[config.mk]
export PLATFORM = sky130hd
export DESIGN_NAME = pmu_counter_unit
export DESIGN_NICKNAME = d
export VERILOG_FILES = /design/src/rtl/pmu_pkg.sv /design/src/rtl/pmu_evt_match.sv /design/src/rtl/pmu_counter.sv /design/src/rtl/pmu_counter_unit.sv
export SDC_FILE = /design/constraint.sdc
export NUM_CORES = 2
export LEC_CHECK = 0
export ABC_CLOCK_PERIOD_IN_PS = 4600
export BUFFER_PORTS_ARGS = -buffer_cell sky130_fd_sc_hd__buf_2
export CAP_MARGIN = 20
export CORE_ASPECT_RATIO = 1.4
export CORE_MARGIN = 2
export CORE_UTILIZATION = 32
export DETAILED_ROUTE_END_ITERATION = 8
export HOLD_SLACK_MARGIN = 0.06
export SLEW_MARGIN = 0
export SYNTH_ARGS = -nofsm -noshare
export SYNTH_HDL_FRONTEND = slang
export SYNTH_SLANG_ARGS = --single-unit
[constraint.sdc]
create_clock -name clk -period 4.6 [get_ports clk]
set_clock_uncertainty 0.2 [all_clocks]
set_input_delay 1.15 -clock clk [delete_from_list [all_inputs] [get_ports clk]]
set_output_delay 1.15 -clock clk [all_outputs]
set_load 0.01 [all_outputs]
[src/rtl/pmu_pkg.sv]
package pmu_pkg;
  localparam int AW = 12;
  localparam int DW = 32;
  localparam int CYC_BIT = 31;

  localparam logic [AW-1:0] A_EVT_BASE  = 12'h008;
  localparam logic [AW-1:0] A_CYC_LO    = 12'h0F8;
  localparam logic [AW-1:0] A_CYC_HI    = 12'h0FC;
  localparam logic [AW-1:0] A_SEL_BASE  = 12'h400;
  localparam logic [AW-1:0] A_CNTEN_SET = 12'hC00;
  localparam logic [AW-1:0] A_CNTEN_CLR = 12'hC20;
  localparam logic [AW-1:0] A_INTEN_SET = 12'hC40;
  localparam logic [AW-1:0] A_INTEN_CLR = 12'hC60;
  localparam logic [AW-1:0] A_OVS_CLR   = 12'hC80;
  localparam logic [AW-1:0] A_OVS_SET   = 12'hCC0;
  localparam logic [AW-1:0] A_CFG       = 12'hE00;
  localparam logic [AW-1:0] A_CTRL      = 12'hE04;

  localparam int CTRL_RUN     = 0;
  localparam int CTRL_RST_EVT = 1;
  localparam int CTRL_RST_CYC = 2;

  function automatic logic [AW-1:0] evt_addr(input int idx);
    return A_EVT_BASE + AW'(8 * idx);
  endfunction

  function automatic logic [AW-1:0] sel_addr(input int idx);
    return A_SEL_BASE + AW'(4 * idx);
  endfunction
endpackage

[src/rtl/pmu_evt_match.sv]
module pmu_evt_match #(
  parameter int LANES  = 2,
  parameter int TYPE_W = 4,
  parameter int ID_W   = 9
) (
  input  logic [TYPE_W+ID_W-1:0]  sel,
  input  logic [LANES-1:0]        ev_valid,
  input  logic [LANES*TYPE_W-1:0] ev_type,
  input  logic [LANES*ID_W-1:0]   ev_id,
  output logic                    hit
);
  logic [LANES-1:0] lane_hit;

  for (genvar l = 0; l < LANES; l++) begin : g_lane
    assign lane_hit[l] = ev_valid[l]
      && (ev_type[l*TYPE_W +: TYPE_W] == sel[ID_W +: TYPE_W])
      && (ev_id[l*ID_W +: ID_W] == sel[ID_W-1:0]);
  end

  assign hit = |lane_hit;
endmodule

[src/rtl/pmu_counter.sv]
module pmu_counter #(
  parameter int W = 32
) (
  input  logic         clk,
  input  logic         rst,
  input  logic         clr,
  input  logic         ld,
  input  logic [W-1:0] ld_val,
  input  logic         inc,
  output logic [W-1:0] cnt,
  output logic         wrap
);
  always_ff @(posedge clk) begin
    if (rst)      cnt <= '0;
    else if (ld)  cnt <= ld_val;
    else if (clr) cnt <= '0;
    else if (inc) cnt <= cnt + W'(1);
  end

  assign wrap = inc && !ld && !clr && (&cnt);
endmodule

[src/rtl/pmu_counter_unit.sv]
module pmu_counter_unit
  import pmu_pkg::*;
#(
  parameter int NUM_EVT = 8,
  parameter int EVT_W   = 32,
  parameter int CYC_W   = 64,
  parameter int LANES   = 2,
  parameter int TYPE_W  = 4,
  parameter int ID_W    = 9
) (
  input  logic                    clk,
  input  logic                    rst,
  input  logic                    wr_en,
  input  logic                    rd_en,
  input  logic [AW-1:0]           addr,
  input  logic [DW-1:0]           wdata,
  output logic [DW-1:0]           rdata,
  output logic                    rd_valid,
  input  logic [LANES-1:0]        ev_valid,
  input  logic [LANES*TYPE_W-1:0] ev_type,
  input  logic [LANES*ID_W-1:0]   ev_id,
  output logic                    irq
);
  localparam int SEL_W = TYPE_W + ID_W;
  localparam logic [DW-1:0] IMPL = (DW'(1) << CYC_BIT) | ((DW'(1) << NUM_EVT) - DW'(1));
  localparam logic [DW-1:0] CFG_VAL = {16'h0, 8'(EVT_W), 8'(NUM_EVT)};

  logic              glb_en_q;
  logic [DW-1:0]     cnten_q, inten_q, ovs_q;
  logic [DW-1:0]     cnten_d, inten_d, ovs_d, wrap_vec;
  logic [SEL_W-1:0]  sel_q [NUM_EVT];
  logic [EVT_W-1:0]  evt_cnt [NUM_EVT];
  logic [NUM_EVT-1:0] evt_wrap, hit;
  logic [CYC_W-1:0]  cyc_cnt, cyc_ld_val;
  logic              cyc_wrap, cyc_ld_lo, cyc_ld_hi;
  logic              ctrl_wr, evt_clr, cyc_clr;
  logic [DW-1:0]     rd_nxt, rdata_q;
  logic              rd_valid_q, irq_q;

  assign ctrl_wr = wr_en && (addr == A_CTRL);
  assign evt_clr = ctrl_wr && wdata[CTRL_RST_EVT];
  assign cyc_clr = ctrl_wr && wdata[CTRL_RST_CYC];

  // Event counters with their selectors and matchers
  for (genvar i = 0; i < NUM_EVT; i++) begin : g_evt
    logic ld;
    assign ld = wr_en && (addr == evt_addr(i));

    pmu_evt_match #(.LANES(LANES), .TYPE_W(TYPE_W), .ID_W(ID_W)) u_match (
      .sel(sel_q[i]), .ev_valid(ev_valid), .ev_type(ev_type), .ev_id(ev_id), .hit(hit[i])
    );

    pmu_counter #(.W(EVT_W)) u_cnt (
      .clk(clk), .rst(rst), .clr(evt_clr), .ld(ld), .ld_val(wdata[EVT_W-1:0]),
      .inc(glb_en_q && cnten_q[i] && hit[i]), .cnt(evt_cnt[i]), .wrap(evt_wrap[i])
    );

    always_ff @(posedge clk) begin
      if (rst) sel_q[i] <= '0;
      else if (wr_en && (addr == sel_addr(i))) sel_q[i] <= wdata[SEL_W-1:0];
    end
  end

  // Cycle counter, loaded one 32-bit half at a time
  assign cyc_ld_lo  = wr_en && (addr == A_CYC_LO);
  assign cyc_ld_hi  = wr_en && (addr == A_CYC_HI);
  assign cyc_ld_val = cyc_ld_hi ? {wdata[CYC_W-33:0], cyc_cnt[31:0]}
                                : {cyc_cnt[CYC_W-1:32], wdata};

  pmu_counter #(.W(CYC_W)) u_cyc (
    .clk(clk), .rst(rst), .clr(cyc_clr), .ld(cyc_ld_lo || cyc_ld_hi), .ld_val(cyc_ld_val),
    .inc(glb_en_q && cnten_q[CYC_BIT]), .cnt(cyc_cnt), .wrap(cyc_wrap)
  );

  // Set/clear bitmasks
  always_comb begin
    wrap_vec = '0;
    wrap_vec[NUM_EVT-1:0] = evt_wrap;
    wrap_vec[CYC_BIT] = cyc_wrap;

    cnten_d = cnten_q;
    inten_d = inten_q;
    ovs_d   = ovs_q;
    if (wr_en && addr == A_CNTEN_SET) cnten_d = cnten_q | (wdata & IMPL);
    if (wr_en && addr == A_CNTEN_CLR) cnten_d = cnten_q & ~wdata;
    if (wr_en && addr == A_INTEN_SET) inten_d = inten_q | (wdata & IMPL);
    if (wr_en && addr == A_INTEN_CLR) inten_d = inten_q & ~wdata;
    if (wr_en && addr == A_OVS_SET)   ovs_d   = ovs_q | (wdata & IMPL);
    if (wr_en && addr == A_OVS_CLR)   ovs_d   = ovs_q & ~wdata;
    ovs_d = ovs_d | wrap_vec;
  end

  always_ff @(posedge clk) begin
    if (rst) begin
      cnten_q  <= '0;
      inten_q  <= '0;
      ovs_q    <= '0;
      glb_en_q <= 1'b0;
      irq_q    <= 1'b0;
    end else begin
      cnten_q <= cnten_d;
      inten_q <= inten_d;
      ovs_q   <= ovs_d;
      irq_q   <= |(ovs_d & inten_d);
      if (ctrl_wr) glb_en_q <= wdata[CTRL_RUN];
    end
  end

  // Read path
  always_comb begin
    rd_nxt = '0;
    case (addr)
      A_CYC_LO:                 rd_nxt = cyc_cnt[31:0];
      A_CYC_HI:                 rd_nxt = DW'(cyc_cnt[CYC_W-1:32]);
      A_CNTEN_SET, A_CNTEN_CLR: rd_nxt = cnten_q;
      A_INTEN_SET, A_INTEN_CLR: rd_nxt = inten_q;
      A_OVS_SET, A_OVS_CLR:     rd_nxt = ovs_q;
      A_CFG:                    rd_nxt = CFG_VAL;
      A_CTRL:                   rd_nxt = DW'(glb_en_q);
      default:                  rd_nxt = '0;
    endcase
    for (int i = 0; i < NUM_EVT; i++) begin
      if (addr == evt_addr(i)) rd_nxt = DW'(evt_cnt[i]);
      if (addr == sel_addr(i)) rd_nxt = DW'(sel_q[i]);
    end
  end

  always_ff @(posedge clk) begin
    if (rst) begin
      rdata_q    <= '0;
      rd_valid_q <= 1'b0;
    end else begin
      rd_valid_q <= rd_en;
      if (rd_en) rdata_q <= rd_nxt;
    end
  end

  assign rdata    = rdata_q;
  assign rd_valid = rd_valid_q;
  assign irq      = irq_q;
endmodule

-- Yosys cells after proc, flatten, opt, wreduce, memory -nomap -nowiden
Memories as Yosys holds them, arrays and structs flattened.
Index checks and enable logic that the tools add are counted.
- word-level logic and storage cells: 337
- bits of input ports: 76
- memories kept: 1
- output and inout port bits: 34
- RAM bits: 104
- register bits: 451
- mux-type cells: 85
- reduce and logical (&&, ||, !) cells: 148
- bitwise gates (word level): 17
- $add $sub $neg: 9
- equality and inequality tests: 60
- memories (memory ; depth ; bits a word ; rd ports ; clocked after memory_dff ; wr ports ; RTL line ; source):
    sel_q ; 8 ; 13 ; 8 ; 0 ; 8 ; pmu_counter_unit.sv:31 ; logic [SEL_W-1:0] sel_q [NUM_EVT];
- operators by type and width (cell ; count):
    32-bit 2-to-1 mux ; 46
    32-bit by 1-bit adder with 32-bit output (second input constant) ; 8
    64-bit 2-to-1 mux ; 4
    32-bit AND reduction ; 8
    32-bit case mux with 7 select lines ; 1
    9-bit equality test ; 16
    32-bit AND ; 4
    32-bit bitwise OR ; 4
    13-bit 2-to-1 mux ; 8
    1-bit logical AND ; 103
    12-bit by 11-bit equality test with 1-bit output (second input constant) ; 8
    12-bit equality test (second input constant) ; 8
    64-bit by 1-bit adder with 64-bit output (second input constant) ; 1
    4-bit equality test ; 16
    64-bit AND reduction ; 1
    12-bit by 6-bit equality test with 1-bit output (second input constant) ; 4
    32-bit NOT ; 1
    32-bit OR reduction ; 1
    3-bit nonzero test ; 9
    1-bit 2-to-1 mux ; 26
    12-bit by 5-bit equality test with 1-bit output (second input constant) ; 2
    12-bit by 8-bit equality test with 1-bit output (second input constant) ; 2
    2-bit OR reduction ; 11
    12-bit by 4-bit equality test with 1-bit output (second input constant) ; 1
    other kinds (7) ; 26

-- Logic depth before layout (Yosys ltp)
- depth after elaboration: 19
- mapped depth: 12
- gate-level depth less buffers: 9

-- Modules after synthesis
A second synthesis with hierarchy kept.
- cells, all modules: 4203
- area total of the unflattened synthesis: 35819.4 µm²
- modules (own cells, without submodules) (module ; sequential area each (µm²) ; area each (µm²) ; cells each ; times used):
    pmu_counter at g_evt[0].u_cnt ... ; 640.6 ; 2008.2 ; 242 ; 8
    pmu_counter_unit ; 5745.5 ; 13635.6 ; 1462 ; 1
    pmu_counter at u_cyc ; 1281.2 ; 3806.2 ; 509 ; 1
    pmu_evt_match ; 0.0 ; 289.0 ; 37 ; 8

-- Worst setup path before layout
No wires, ideal clock.
- path kind: input-to-reg
- start point: input addr[6]
- end point: memory sel_q[0][13] in the netlist's numbering (enable)
- arrival: 3.556 ns
- data required time: 4.048 ns
- stages on the path: 8
- setup time: 0.352 ns
- path buffers: 5
- path slack: 0.492 ns
- cells stage by stage: clkbuf_1 > or4_1 > clkbuf_1 > clkbuf_1 > nor3_1 > clkbuf_1 > clkbuf_1 > a21o_1
- RTL lines (element ; RTL line ; source):
    start: declaration ; pmu_counter_unit.sv:15 ; input logic [AW-1:0] addr,
    end: declaration ; pmu_counter_unit.sv:31 ;

-- Final worst setup path
- start point: input addr[6]
- end point: register rdata_q[1] (netlist: rdata[1])
- cells in the longest elaborated chain, start to end: 19
- elaborated cells on any way between the ends: 46
- classes of those cells: eq/ne (26); mux (17); reduce/logical (3)
- RTL lines (element ; RTL line ; source):
    12-bit equality test ; pmu_counter_unit.sv:112 ; case (addr)
    2-bit OR reduction ; pmu_counter_unit.sv:112 ;
    32-bit case mux with 7 select lines ; pmu_counter_unit.sv:112 ;
    32-bit 2-to-1 mux ; pmu_counter_unit.sv:123 ; if (addr == evt_addr(i)) rd_nxt = DW'(evt_cnt[i]);
    32-bit 2-to-1 mux ; pmu_counter_unit.sv:124 ; if (addr == sel_addr(i)) rd_nxt = DW'(sel_q[i]);
    32-bit 2-to-1 mux ; pmu_counter_unit.sv:123 ;
    32-bit 2-to-1 mux ; pmu_counter_unit.sv:124 ;
    32-bit 2-to-1 mux ; pmu_counter_unit.sv:123 ;
    (+3 left out) ; n/a ;
    32-bit 2-to-1 mux ; pmu_counter_unit.sv:123 ;
    32-bit 2-to-1 mux ; pmu_counter_unit.sv:124 ;
    32-bit 2-to-1 mux ; pmu_counter_unit.sv:123 ;
    32-bit 2-to-1 mux ; pmu_counter_unit.sv:124 ;
    32-bit 2-to-1 mux ; pmu_counter_unit.sv:123 ;
    32-bit 2-to-1 mux ; pmu_counter_unit.sv:124 ;
    32-bit 2-to-1 mux ; pmu_counter_unit.sv:123 ;
    32-bit 2-to-1 mux (*) ; pmu_counter_unit.sv:124 ;
    end signal: assignment ; pmu_counter_unit.sv:134 ; if (rd_en) rdata_q <= rd_nxt;
    end: declaration ; pmu_counter_unit.sv:37 ; logic [DW-1:0] rd_nxt, rdata_q;
Mark *: on every way between the ends. The rest lies on a longest branch, timed or not.
A chain may end at the register's enable or synchronous reset.

==> results.md <==
- Switching Share: 26.45%
- Syn-to-layout area delta: 14.57%
- Core Util, Final: 36.97%
- Worst reg-to-reg setup slack: 0.85 ns
- WL final: 188100 um
- GPL Wtd Cong: 1.035
- Yosys warnings: 0
- Worst path top cell family by delay: simple AND/OR/NAND/NOR gates
- Synth Register Bits: 555
- Min cycle time layout: 4.042 ns
- NumNets Final: 4575
- Initial antenna violation count: 7
- CP cell instances: buf_2 > buf_12 > nor4b_1 > buf_4 > nand2_1 > nor2_1 > a21oi_1 > nand4_1 > o211a_1 > a2111oi_0 > dlymetal6s2s_1 > a2111oi_0
- Final cycle utilization of the critical path: 87.87%
- Status: finished, final reports clean
- Max stage delay on crit path: 0.68 ns
- Fill cells: 11183
- CP Launch Point: addr[6]
- Avg WL per Cell: 31.47 um
- CP Data Required Time: 4.93 ns
- DR pass1 iterations: 9
- Max_cap viols: 0
- Placed Cells: 5869
- # setup viols final: 0
- # hold bufs at CTS: 0
- Critical Path Stages: 12
- GRT Overall Usage: 33.09%
- I/O Pins: 110
- Final hold vios: 0
- CP most frequent cell: a2111oi_0
- Reg-to-reg critical path startpoint: u_cyc.cnt[1]
- Vias in the first global route: 34919
- Buf+Inv Stages, Crit Path: 4
- Hold path startpoint: cnten_q[30]
- Comb pwr share: 7.9%
- Resized cells post-CTS: 0
- Via count: 38201
- Core area: 107100 sq um
- Post-CTS Setup Bufs: 0
- Crit path capture: rdata[1]
- RSZ-0062 raised after global routing: no
- Sw power: 2.972 mW
- Cell Area, Synth: 34570 sq um
- Post-synthesis cell count: 4483
- Area taken by multi-input logic gates: 20880 sq um
- Clock transition at path regs: 0.06 ns
- Share of layout cells above drive strength 1: 10.98%
- Chip Width: 281.8 um
- Slew HR: 20.80%
- H-tree depth: 2
- Reg2Reg Depth: 9
- # clock sinks: 555
- Highest clock rate: 247.4 MHz
- Bufs on Longest Clock Path: 3
- Dpl hpwl: 137200 um
- Critical path type: in -> reg
- Worst VDD drop: 0.3060 mV
- Sequential fraction of the synthesis area: 35.15%
- Chip height: 392.9 um
- Power density cells: 283.6 nW/um^2
- Critical path peak fanout: 51
- CP Data Arrival Time: 4.37 ns
- Starting Density: 32.27%
- Synth area leader: dfxtp_1
- Most frequent cells after synthesis: nand2_1, dfxtp_1, a21oi_1, nor2_1, clkbuf_1
- Critical path's slowest cell: nor2_1
- Syn Area/Cell: 7.712 sq um
- Worst-margin pin slew: 1.188 ns
- Die area: 110700 sq um
- Final WS setup: 0.5579 ns
- Clk_lat worst skew: 0.68 ns
- Hold WC Path Type: reg -> reg
- Final Max Tran Viols: 0
- Int Pwr: 8.263 mW
- Post-synth ARST share: 0%
- P_leak: 13.45 nW
- Net Count, Synth: 4568
- Proportion of netlist area held by the largest area contributor: 26.11%
- Pwr Total: 11.23 mW
- Global route overflow: 0
- Site row count: 142
- Cell Count, Final, Fillers Out: 5978
- CTS tree: yes
- Pre-CTS setup slack: -0.2609 ns
- R2R Path End: irq
- Critical path endpoint category: flip-flop
- Port Buffers: 109
- EDFF count, synth: 104
- Top cells by area, synth: dfxtp_1, edfxtp_1, a21oi_1
- Power share of the sequential group: 45.4%
- Initial drt markers: 5245
- Largest net degree at the start of global routing: 95
- TNS Setup: 0 ns
- Clock power share: 46.7%
- Netlist cell types: 77
- First-pass GRT wire length: 264200 um
- Seq. cell area: 12150 sq um
- CTS buffer count: 57
- CP Launch Type: primary input
- Ys flop type: dfxtp_1
- Drc violations: 0
- Root buf cell: clkbuf_16
- Most frequent cell after synthesis: nand2_1
- Post-DRT Antenna Nets: 0
- Detail-routed via count per cell: 6.390
-- cell usage in the layout (no fill, tap or decap), types with 59 or more instances in the layout --
| cell | Yosys | routed |
|---|---|---|
| buf_4 | 1 | 215 |
| edfxtp_1 | 104 | 104 |
| nand2_1 | 466 | 466 |
| buf_2 | 28 | 109 |
| nand2b_1 | 89 | 89 |
| and3_1 | 144 | 144 |
| nor3_1 | 218 | 205 |
| xnor2_1 | 249 | 249 |
| dfxtp_1 | 451 | 451 |
| clkbuf_16 | 0 | 59 |
| a221oi_1 | 60 | 60 |
| nand3_1 | 177 | 177 |
| a21oi_1 | 438 | 438 |
| a31oi_1 | 92 | 92 |
| a211oi_1 | 131 | 131 |
| a22oi_1 | 157 | 157 |
| o21ai_0 | 185 | 184 |
| xor2_1 | 66 | 66 |
| nor2_1 | 357 | 350 |
| nand4_1 | 142 | 142 |
-- worst register-to-register path, delay by kind of cell (launching register included) --
| kind | cells | cell delay, ns |
|---|---|---|
| flip-flops | 1 | 0.46 |
| AND/OR/NAND/NOR | 6 | 2.37 |
| adder cells (fa/ha/maj) | 1 | 0.26 |
| AO/OA/AOI/OAI | 2 | 0.39 |
-- worst min-delay path by stage --
| stage | slack, ns | cells after the start | to |
|---|---|---|---|
| after floorplan | 0.23 | 2 | cnten_q[10] |
| after global placement | 0.24 | 2 | cnten_q[16] |
| after detailed placement | 0.24 | 2 | cnten_q[23] |
| after CTS | 0.25 | 2 | cnten_q[23] |
| after global routing | 0.27 | 2 | cnten_q[13] |
| final | 0.25 | 2 | cnten_q[30] |
-- sequential cells by signal, summed over array words and instances, names as in the netlist, 23 cells and up, named ones only --
name / flops
inten_q: 32
cnten_q: 23
ovs_q: 32
sel_q: 104
g_evt.u_cnt.cnt: 256
rdata: 32
u_cyc.cnt: 64
-- per-stage QoR --
stage               hold slack (ns)  cell area, sq um
finish                       0.2496             39610
global placement             0.2358             37560
CTS                          0.2498             39580
global route                 0.2664             39610
detailed placement           0.2366             37560
floorplan                    0.2258             34570
-- cell families after synthesis --
group	after synthesis	synth area share, %
AND/OR/NAND/NOR	1820	26.33
AO/OA/AOI/OAI	1287	23.77
flip-flops	555	35.15
buffers and inverters	446	4.954
XOR/XNOR	315	7.980
multiplexers	51	1.495
adder cells (fa/ha/maj)	9	0.3257
-- layout make-up --
cell class                 count  share of cell area, %
multi-input combinational   3482                  52.70
sequential                   555                  30.68
timing repair buffer         346                  6.516
tap                         1440                  4.548
clock buffer                  86                  4.311
clock inverter                19                 0.7802
inverter                      48                 0.4548
antenna                        2                0.01263
-- power groups by stage --
stage	registers (mW)	logic, mW	clock network (mW)
floorplan	5.17	0.454	0
global placement	5.21	0.846	0
detailed placement	5.21	0.845	0
CTS	5.10	0.847	5.28
global route	5.10	0.898	5.44
finish	5.10	0.882	5.25
-- routing by layer --
metal | track usage (%) | share of wire [%]
met5 | 0 | 0.0096
met4 | 31.32 | 12
met3 | 5.506 | 9.1
met2 | 52.06 | 44
met1 | 38.00 | 35
Power figures use the tool's default switching activity.
